**src/rtl/sbp_pkg.sv**
```systemverilog
package sbp_pkg;
  typedef enum logic [1:0] {
    KIND_REL_ALWAYS = 2'b00,
    KIND_REL_COND   = 2'b01,
    KIND_REG_ALWAYS = 2'b10,
    KIND_REG_COND   = 2'b11
  } br_kind_e;

  function automatic logic kind_is_cond(input br_kind_e k);
    return k[0];
  endfunction

  function automatic logic kind_is_reg(input br_kind_e k);
    return k[1];
  endfunction
endpackage

```
**src/rtl/sbp_tgt_gen.sv**
```systemverilog
module sbp_tgt_gen
  import sbp_pkg::*;
#(
  parameter int AW = 32,
  parameter int DW = 24
) (
  input  br_kind_e          kind,
  input  logic [AW-1:0]     pc,
  input  logic [DW-1:0]     disp,
  input  logic [AW-1:0]     reg_tgt,
  input  logic              reg_busy,
  output logic [AW-1:0]     tgt,
  output logic              known
);
  localparam int EXT = AW - DW - 2;

  logic [AW-1:0] byte_off;

  generate
    if (EXT > 0) begin : g_ext
      assign byte_off = {{EXT{disp[DW-1]}}, disp, 2'b00};
    end else begin : g_trunc
      assign byte_off = AW'({disp, 2'b00});
    end
  endgenerate

  always_comb begin
    if (kind_is_reg(kind)) begin
      tgt   = reg_tgt;
      known = !reg_busy;
    end else begin
      tgt   = pc + byte_off;
      known = 1'b1;
    end
  end


  always_comb begin
    relative_known_chk: assert (kind_is_reg(kind) || known);
  end
endmodule

```
**src/rtl/sbp_dir_rule.sv**
```systemverilog
module sbp_dir_rule
  import sbp_pkg::*;
(
  input  br_kind_e kind,
  input  logic     disp_neg,
  input  logic     flip,
  input  logic     cond_done,
  input  logic     cond_taken,
  input  logic     tgt_known,
  output logic     issue,
  output logic     dir,
  output logic     res_known,
  output logic     res_dir
);
  logic default_dir;
  logic raw_dir;

  always_comb begin
    unique case (kind)
      KIND_REL_ALWAYS, KIND_REG_ALWAYS: default_dir = 1'b1;
      KIND_REL_COND:                    default_dir = disp_neg;
      KIND_REG_COND:                    default_dir = 1'b0;
      default:                          default_dir = 1'b0;
    endcase
    raw_dir   = kind_is_cond(kind) ? (default_dir ^ flip) : default_dir;
    issue     = tgt_known && (!kind_is_cond(kind) || !cond_done);
    dir       = issue && raw_dir;
    res_known = kind_is_cond(kind) && cond_done;
    res_dir   = res_known && cond_taken;
  end


  always_comb begin
    pred_or_resolved_chk: assert (!(issue && res_known));
  end
endmodule

```
**src/rtl/sbp_pipe_reg.sv**
```systemverilog
module sbp_pipe_reg #(
  parameter int W = 8
) (
  input  logic         clk,
  input  logic         rst_n,
  input  logic         in_valid,
  output logic         in_ready,
  input  logic [W-1:0] in_data,
  output logic         out_valid,
  input  logic         out_ready,
  output logic [W-1:0] out_data
);
  logic         full_q;
  logic [W-1:0] data_q;

  assign in_ready  = !full_q || out_ready;
  assign out_valid = full_q;
  assign out_data  = data_q;

  always_ff @(posedge clk or negedge rst_n) begin
    if (!rst_n) begin
      full_q <= 1'b0;
      data_q <= '0;
    end else if (in_ready) begin
      full_q <= in_valid;
      if (in_valid) data_q <= in_data;
    end
  end


  hold_stable_chk: assert property (@(posedge clk) disable iff (!rst_n)
    (out_valid && !out_ready) |=> (out_valid && $stable(out_data)));


  accept_shows_chk: assert property (@(posedge clk) disable iff (!rst_n)
    (in_valid && in_ready) |=> (out_valid && out_data == $past(in_data)));
endmodule

```
**src/rtl/static_br_predictor.sv**
```systemverilog
module static_br_predictor
  import sbp_pkg::*;
#(
  parameter int AW = 32,
  parameter int DW = 24
) (
  input  logic          clk,
  input  logic          rst_n,
  input  logic          dec_valid,
  output logic          dec_ready,
  input  logic [AW-1:0] dec_pc,
  input  logic [1:0]    dec_kind,
  input  logic [DW-1:0] dec_disp,
  input  logic          dec_flip,
  input  logic          dec_cond_done,
  input  logic          dec_cond_taken,
  input  logic [AW-1:0] dec_reg_tgt,
  input  logic          dec_reg_busy,
  output logic          res_valid,
  input  logic          res_ready,
  output logic          res_pred_valid,
  output logic          res_pred_taken,
  output logic [AW-1:0] res_pred_target,
  output logic          res_resolved_valid,
  output logic          res_resolved_taken
);
  localparam int PW = AW + 4;

  br_kind_e      kind;
  logic [AW-1:0] tgt_raw;
  logic          tgt_known;
  logic          issue, dir, res_known, res_dir;
  logic [AW-1:0] tgt_out;
  logic [PW-1:0] pay_in, pay_out;

  assign kind = br_kind_e'(dec_kind);

  sbp_tgt_gen #(.AW(AW), .DW(DW)) tgt_i (
    .kind     (kind),
    .pc       (dec_pc),
    .disp     (dec_disp),
    .reg_tgt  (dec_reg_tgt),
    .reg_busy (dec_reg_busy),
    .tgt      (tgt_raw),
    .known    (tgt_known)
  );

  sbp_dir_rule dir_i (
    .kind       (kind),
    .disp_neg   (dec_disp[DW-1]),
    .flip       (dec_flip),
    .cond_done  (dec_cond_done),
    .cond_taken (dec_cond_taken),
    .tgt_known  (tgt_known),
    .issue      (issue),
    .dir        (dir),
    .res_known  (res_known),
    .res_dir    (res_dir)
  );

  assign tgt_out = issue ? tgt_raw : '0;
  assign pay_in  = {issue, dir, tgt_out, res_known, res_dir};

  sbp_pipe_reg #(.W(PW)) pipe_i (
    .clk       (clk),
    .rst_n     (rst_n),
    .in_valid  (dec_valid),
    .in_ready  (dec_ready),
    .in_data   (pay_in),
    .out_valid (res_valid),
    .out_ready (res_ready),
    .out_data  (pay_out)
  );

  assign {res_pred_valid, res_pred_taken, res_pred_target,
          res_resolved_valid, res_resolved_taken} = pay_out;


  always_taken_chk: assert property (@(posedge clk) disable iff (!rst_n)
    (dec_valid && dec_ready && !dec_kind[0] && !(dec_kind[1] && dec_reg_busy))
      |=> (res_valid && res_pred_valid && res_pred_taken));


  busy_reg_chk: assert property (@(posedge clk) disable iff (!rst_n)
    (dec_valid && dec_ready && dec_kind[1] && dec_reg_busy)
      |=> (res_valid && !res_pred_valid));


  resolved_pass_chk: assert property (@(posedge clk) disable iff (!rst_n)
    (dec_valid && dec_ready && dec_kind[0] && dec_cond_done)
      |=> (res_resolved_valid && !res_pred_valid
           && res_resolved_taken == $past(dec_cond_taken)));


  quiet_fields_chk: assert property (@(posedge clk) disable iff (!rst_n)
    (res_valid && !res_pred_valid) |-> (!res_pred_taken && res_pred_target == '0));


  reset_empty_chk: assert property (@(posedge clk)
    $rose(rst_n) |-> (!res_valid && dec_ready));
endmodule

```
**config.mk**
```make
export PLATFORM = sky130hd
export DESIGN_NAME = static_br_predictor
export DESIGN_NICKNAME = d
export VERILOG_FILES = /design/src/rtl/sbp_pkg.sv /design/src/rtl/sbp_tgt_gen.sv /design/src/rtl/sbp_dir_rule.sv /design/src/rtl/sbp_pipe_reg.sv /design/src/rtl/static_br_predictor.sv
export SDC_FILE = /design/constraint.sdc
export NUM_CORES = 1
export LEC_CHECK = 0
export BUFFER_PORTS_ARGS = -buffer_cell sky130_fd_sc_hd__buf_2
export CAP_MARGIN = 15
export CELL_PAD_IN_SITES_DETAIL_PLACEMENT = 0
export CELL_PAD_IN_SITES_GLOBAL_PLACEMENT = 1
export CORE_UTILIZATION = 41
export DETAILED_ROUTE_END_ITERATION = 8
export PLACE_DENSITY = 0.9
export SYNTH_ARGS = -nofsm -noshare
export SYNTH_HDL_FRONTEND = slang
export SYNTH_HIERARCHICAL = 1
export SYNTH_SLANG_ARGS = --single-unit
```
**constraint.sdc**
```tcl
create_clock -name clk -period 2.3 [get_ports clk]
set_clock_uncertainty 0.1 [all_clocks]
set_input_delay 0.345 -clock clk [delete_from_list [all_inputs] [get_ports clk]]
set_output_delay 0.345 -clock clk [all_outputs]
set_load 0.02 [all_outputs]
```
# After elaboration in Yosys (flattened, before gate mapping)
# Cells that the tools add are included.
[classes]
n_mul = 0
n_mux = 5
order_cmp = 0
n_addsub = 1
bitwise = 1
n_shift = 0
n_reduce_logical = 13
div_mod_pow = 0
n_eq_ne = 3
[ops]
columns = ["operator", "n"]
rows = [
  ["32-bit two-way mux", 2],
  ["32-bit adder", 1],
  ["2-bit equality test (second input constant)", 2],
  ["1-bit logical AND", 4],
  ["1-bit zero test", 4],
  ["1-bit one-hot mux with 3 select lines", 1],
  ["2-bit by 1-bit equality test with 1-bit output (second input constant)", 1],
  ["2-bit zero test", 1],
  ["1-bit logical OR", 2],
  ["1-bit two-way mux", 2],
  ["2-bit AND reduction", 1],
  ["2-bit OR reduction", 1],
  ["1-bit bitwise XOR", 1],
]
[totals]
mem_bits_rw = 0
rom_bits = 0
out_inout_bits = 38
reg_bits = 37
memories = 0
latchBits = 0

# Logic depth before layout (Yosys ltp)
[logic_depth]
word_depth = 6
depth_mapped = 11
mapped_depth_nobuf = 11

# Hierarchy
# The synthesis kept the hierarchy.
[by_module_without_submodules]
columns = ["module", "area_per_inst_um2", "cells_each", "n_inst"]
rows = [
  ["sbp_tgt_gen", 2100.8, 309, 1],
  ["sbp_pipe_reg", 1508.9, 79, 1],
  ["static_br_predictor", 255.2, 35, 1],
  ["sbp_dir_rule", 60.1, 8, 1],
]

# Worst setup path after synthesis
# Ideal clock, no wire load.
[synth_timing]
kind = "input to register"
from = "input dec_pc[22]"
to = "register pipe_i.data_q[31] (netlist: pipe_i/out_data[31])"
n_path_buf = 1
t_required_ps = 2075
slack_ps = -428
path_stages = 11
arrival_ps = 2503
path_cell_list = "ha_1 -> clkbuf_1 -> a21o_1 -> a21o_1 -> a21oi_1 -> nand2_1 -> a211oi_1 -> a211o_1 -> mux2_4 -> and2_2 -> mux2_4"
[synth_between]
elab_chain_cells = 3
[synth_lines]
columns = ["item", "line", "text"]
rows = [
  ["start: declaration", "static_br_predictor.sv:11", "input logic [AW-1:0] dec_pc,"],
  ["32-bit adder", "sbp_tgt_gen.sv:32", "tgt = pc + byte_off;"],
  ["32-bit two-way mux", "sbp_tgt_gen.sv:28", "if (kind_is_reg(kind)) begin"],
  ["net tgt_raw[29]", "static_br_predictor.sv:30", "logic [AW-1:0] tgt_raw;"],
  ["32-bit two-way mux", "static_br_predictor.sv:61", "assign tgt_out = issue ? tgt_raw : '0;"],
  ["net tgt_out[29]", "static_br_predictor.sv:33", "logic [AW-1:0] tgt_out;"],
  ["end signal: assignment", "sbp_pipe_reg.sv:26", "if (in_valid) data_q <= in_data;"],
  ["end: declaration", "sbp_pipe_reg.sv:14", "logic [W-1:0] data_q;"],
]
# The timed path passes the listed nets, and every way through them passes these cells.
# A chain may end at the register's enable or synchronous reset.

# Worst setup path in the final report
[layout_timing]
from = "input dec_pc[6]"
to = "register pipe_i.data_q[31] (netlist: pipe_i/out_data[31])"
# The elaborated chain is that of the path after synthesis.

==> results_dict.tcl <==
set metrics [dict create \
    status "finished with violations" \
    violations "negative setup slack" \
    gp_congestion 0.9222 \
    postRouteWirelength_um 12050 \
    vias 4098 \
    num_antenna_cells 0 \
    place_inst 754 \
    fmax_mhz 410.3 \
    critical_path_class "input port to flop" \
    fin_ws_ns -0.1371 \
    drv_slew 0 \
    grt_max_degree 38 \
    numCtsBuffers 5 \
    finish.net_count 776 \
    dieArea_um2 9968 \
    worstSetupStartpointType "input port" \
    netlist_top_cells_count "43 x nand2_1, 37 x dfrtp_1, 32 x and2_2, 32 x o21ai_0, 31 x mux2_4" \
    tightest_slew_ns 0.7928 \
    fin_crit_ns 2.437 \
    core_um2 9240 \
    ys_seq_area_frac 0.2359 \
    ant_nets 0 \
    area_delta_synth_final_pct 62.93 \
    cp-end-kind "flop" \
    drc 0 \
    cts_hold_buf 0 \
    synthArstFlopShare 1.000 \
    max_slew_margin 0.4715 \
    first_pass_iters 4 \
    setup_viol 18 \
    dominantRegCellSynth "dfrtp_1" \
    cp.arrival_ns 2.52 \
    first_iter_violations 230 \
    antenna_found_initial 0 \
    fin_crit_sh 1.060 \
    die_y_um 99.84 \
    avgSynthCellArea_um2 9.107 \
    track_usage 0.2357 \
    synth_top_area_frac 0.2359 \
    max_cap_viol_count 0 \
    path_max_fanout 4 \
    routedWlPerCell_um 15.49 \
    dp_slack_ns -0.5311 \
    port_buffers 135 \
    syn-cell-area_um2 3925 \
    rsz0062_at_grt "yes" \
    cts.sinks 37 \
    dpl_cell_area_um2 5603 \
    cts-root-buf "clkbuf_8" \
    required_ns 2.38 \
    pwr_density_cell_nw_per_um2 485.8 \
    dp_hpwl_um 9408 \
    synth-edff-count 0 \
    ir_drop_mv 0.2555 \
    final_util 0.6921 \
    synth_area_leaders "dfrtp_1 24%, mux2_4 12%, ha_1 9.2%" \
    cts_tree "done" \
    core.rowCount 35 \
    yosysWarnings 6 \
    initial_core_util 0.4248 \
    via_per_inst 5.267 \
    holdCritPathClass "input port to async pin" \
    yosysMostFrequentCell "nand2_1" \
    p_leak_uw 0.003111 \
    die_x_um 99.84 \
    netlist_instances 431 \
    pin_count 136 \
    grt_pass1_vias 3964 \
    grt_pass1_wl_um 18810 \
    hold_viol_final 0 \
    cts_max_path_buffers 2 \
    final_area_um2 6395 \
    insertion_delay_ns 0.29 \
    yosysUniqueCellTypes 60 \
    cts.clk_slew.worst_paths_ns 0.08 \
    synth_seq_cells 37 \
    drive_gt1_frac 0.6471 \
    synth_area_leader_cell "dfrtp_1" \
    overflow 0 \
    stdcell_count 778 \
    worst_hold_slack_ns 0.03020 \
    htree_levels 2 \
    syn_nets 559 \
]
[where the power goes]
group,switching (uW),internal [uW]
combinational,859,951
sequential,69.1,765
clock,248,215
total,1180,1930
[critical path, cell delays in order]
cell	delay (ns)
buf_6	0.10
ha_4	0.28
nand3_2	0.06
o211ai_2	0.24
nand2_2	0.11
o31ai_4	0.30
a211oi_2	0.11
a211o_1	0.26
mux2_4	0.30
and2_4	0.15
mux2_4	0.25
[what timing repair did]
action / 4_1_cts / 5_1_grt
resized for setup: 70 / 39
endpoints found under the setup margin: 17 / 20
buffers inserted: 9 / 7
pin swaps: 57 / 41
[worst paths after layout]
| check | start | endpoint | slack, ns | cells past startpoint |
|---|---|---|---|---|
| min in group clk | dec_valid | pipe_i/out_valid | 0.18 | 2 |
| hold / removal | rst_n | pipe_i/out_data[29] | 0.03 | 1 |
| setup reg to reg | pipe_i/out_valid | pipe_i/out_data[14] | 0.76 | 4 |
| setup / recovery | dec_pc[6] | pipe_i/out_data[31] | -0.14 | 11 |
| max in group asynchronous | rst_n | pipe_i/out_data[19] | 1.56 | 1 |
| hold reg to reg | pipe_i/out_data[0] | pipe_i/out_data[0] | 0.41 | 1 |
[layout make-up]
cell class / instances / area [um2]
Sequential cell: 37 / 925.9
Timing Repair Buffer: 237 / 1592
Multi-Input combinational cell: 357 / 3588
Inverter: 10 / 37.54
Clock inverter: 3 / 21.27
Clock buffer: 5 / 68.82
Fill cell: 697 / 2845
Tap cell: 129 / 161.4
[cell families (layout without fill, tap and decap cells)]
family                   count (synthesis)  count (layout)  share of synthesized area
adder cells (fa/ha/maj)                 30              30                    0.09755
AO/OA/AOI/OAI                          127             127                     0.2196
AND/OR/NAND/NOR                        130             130                     0.1839
buffers and inverters                   37             255                    0.04877
multiplexers                            45              45                     0.1584
flip-flops                              37              37                     0.2359
XOR/XNOR                                25              25                    0.05579
[flip-flops by register name, summed over array words and instances (netlist names)]
name	count
pipe_i/out_data	36
pipe_i/out_valid	1
[cell usage in the layout, fill, tap and decap left out, types with 4 or more instances in the layout]
cell	n
buf_2	119
buf_4	93
nand2_1	38
dfrtp_1	37
mux2_4	34
ha_4	26
buf_6	22
a21o_1	20
o21ai_1	18
and2_4	17
and2_2	15
nor2_1	12
a21oi_2	12
o21ai_0	12
xor2_1	11
mux2_2	10
xnor2_1	10
inv_1	9
a21oi_1	9
nand3_1	7
nand4_1	6
clkbuf_8	5
nand2_2	5
nor3_1	5
and2_1	4
a211oi_2	4
o21a_1	4
[stage by stage]
step / total power (uW) / setup TNS, ns
floorplan: 1847 / -1.795
global placement: 2384 / -8.837
detailed placement: 2411 / -9.390
CTS: 3009 / -0.5924
global route: 3278 / -2.372
finish: 3107 / -1.013
[layer usage]
layer | vias to the layer above | track usage | wire (um)
met2 | 130 | 0.3963 | 5763
li1 | 1997 | - | -
met1 | 1948 | 0.3168 | 5416
met4 | 0 | 0.08937 | 343
met3 | 23 | 0.01741 | 531
met5 | - | 0 | 0
Power figures use the tool's default switching activity.
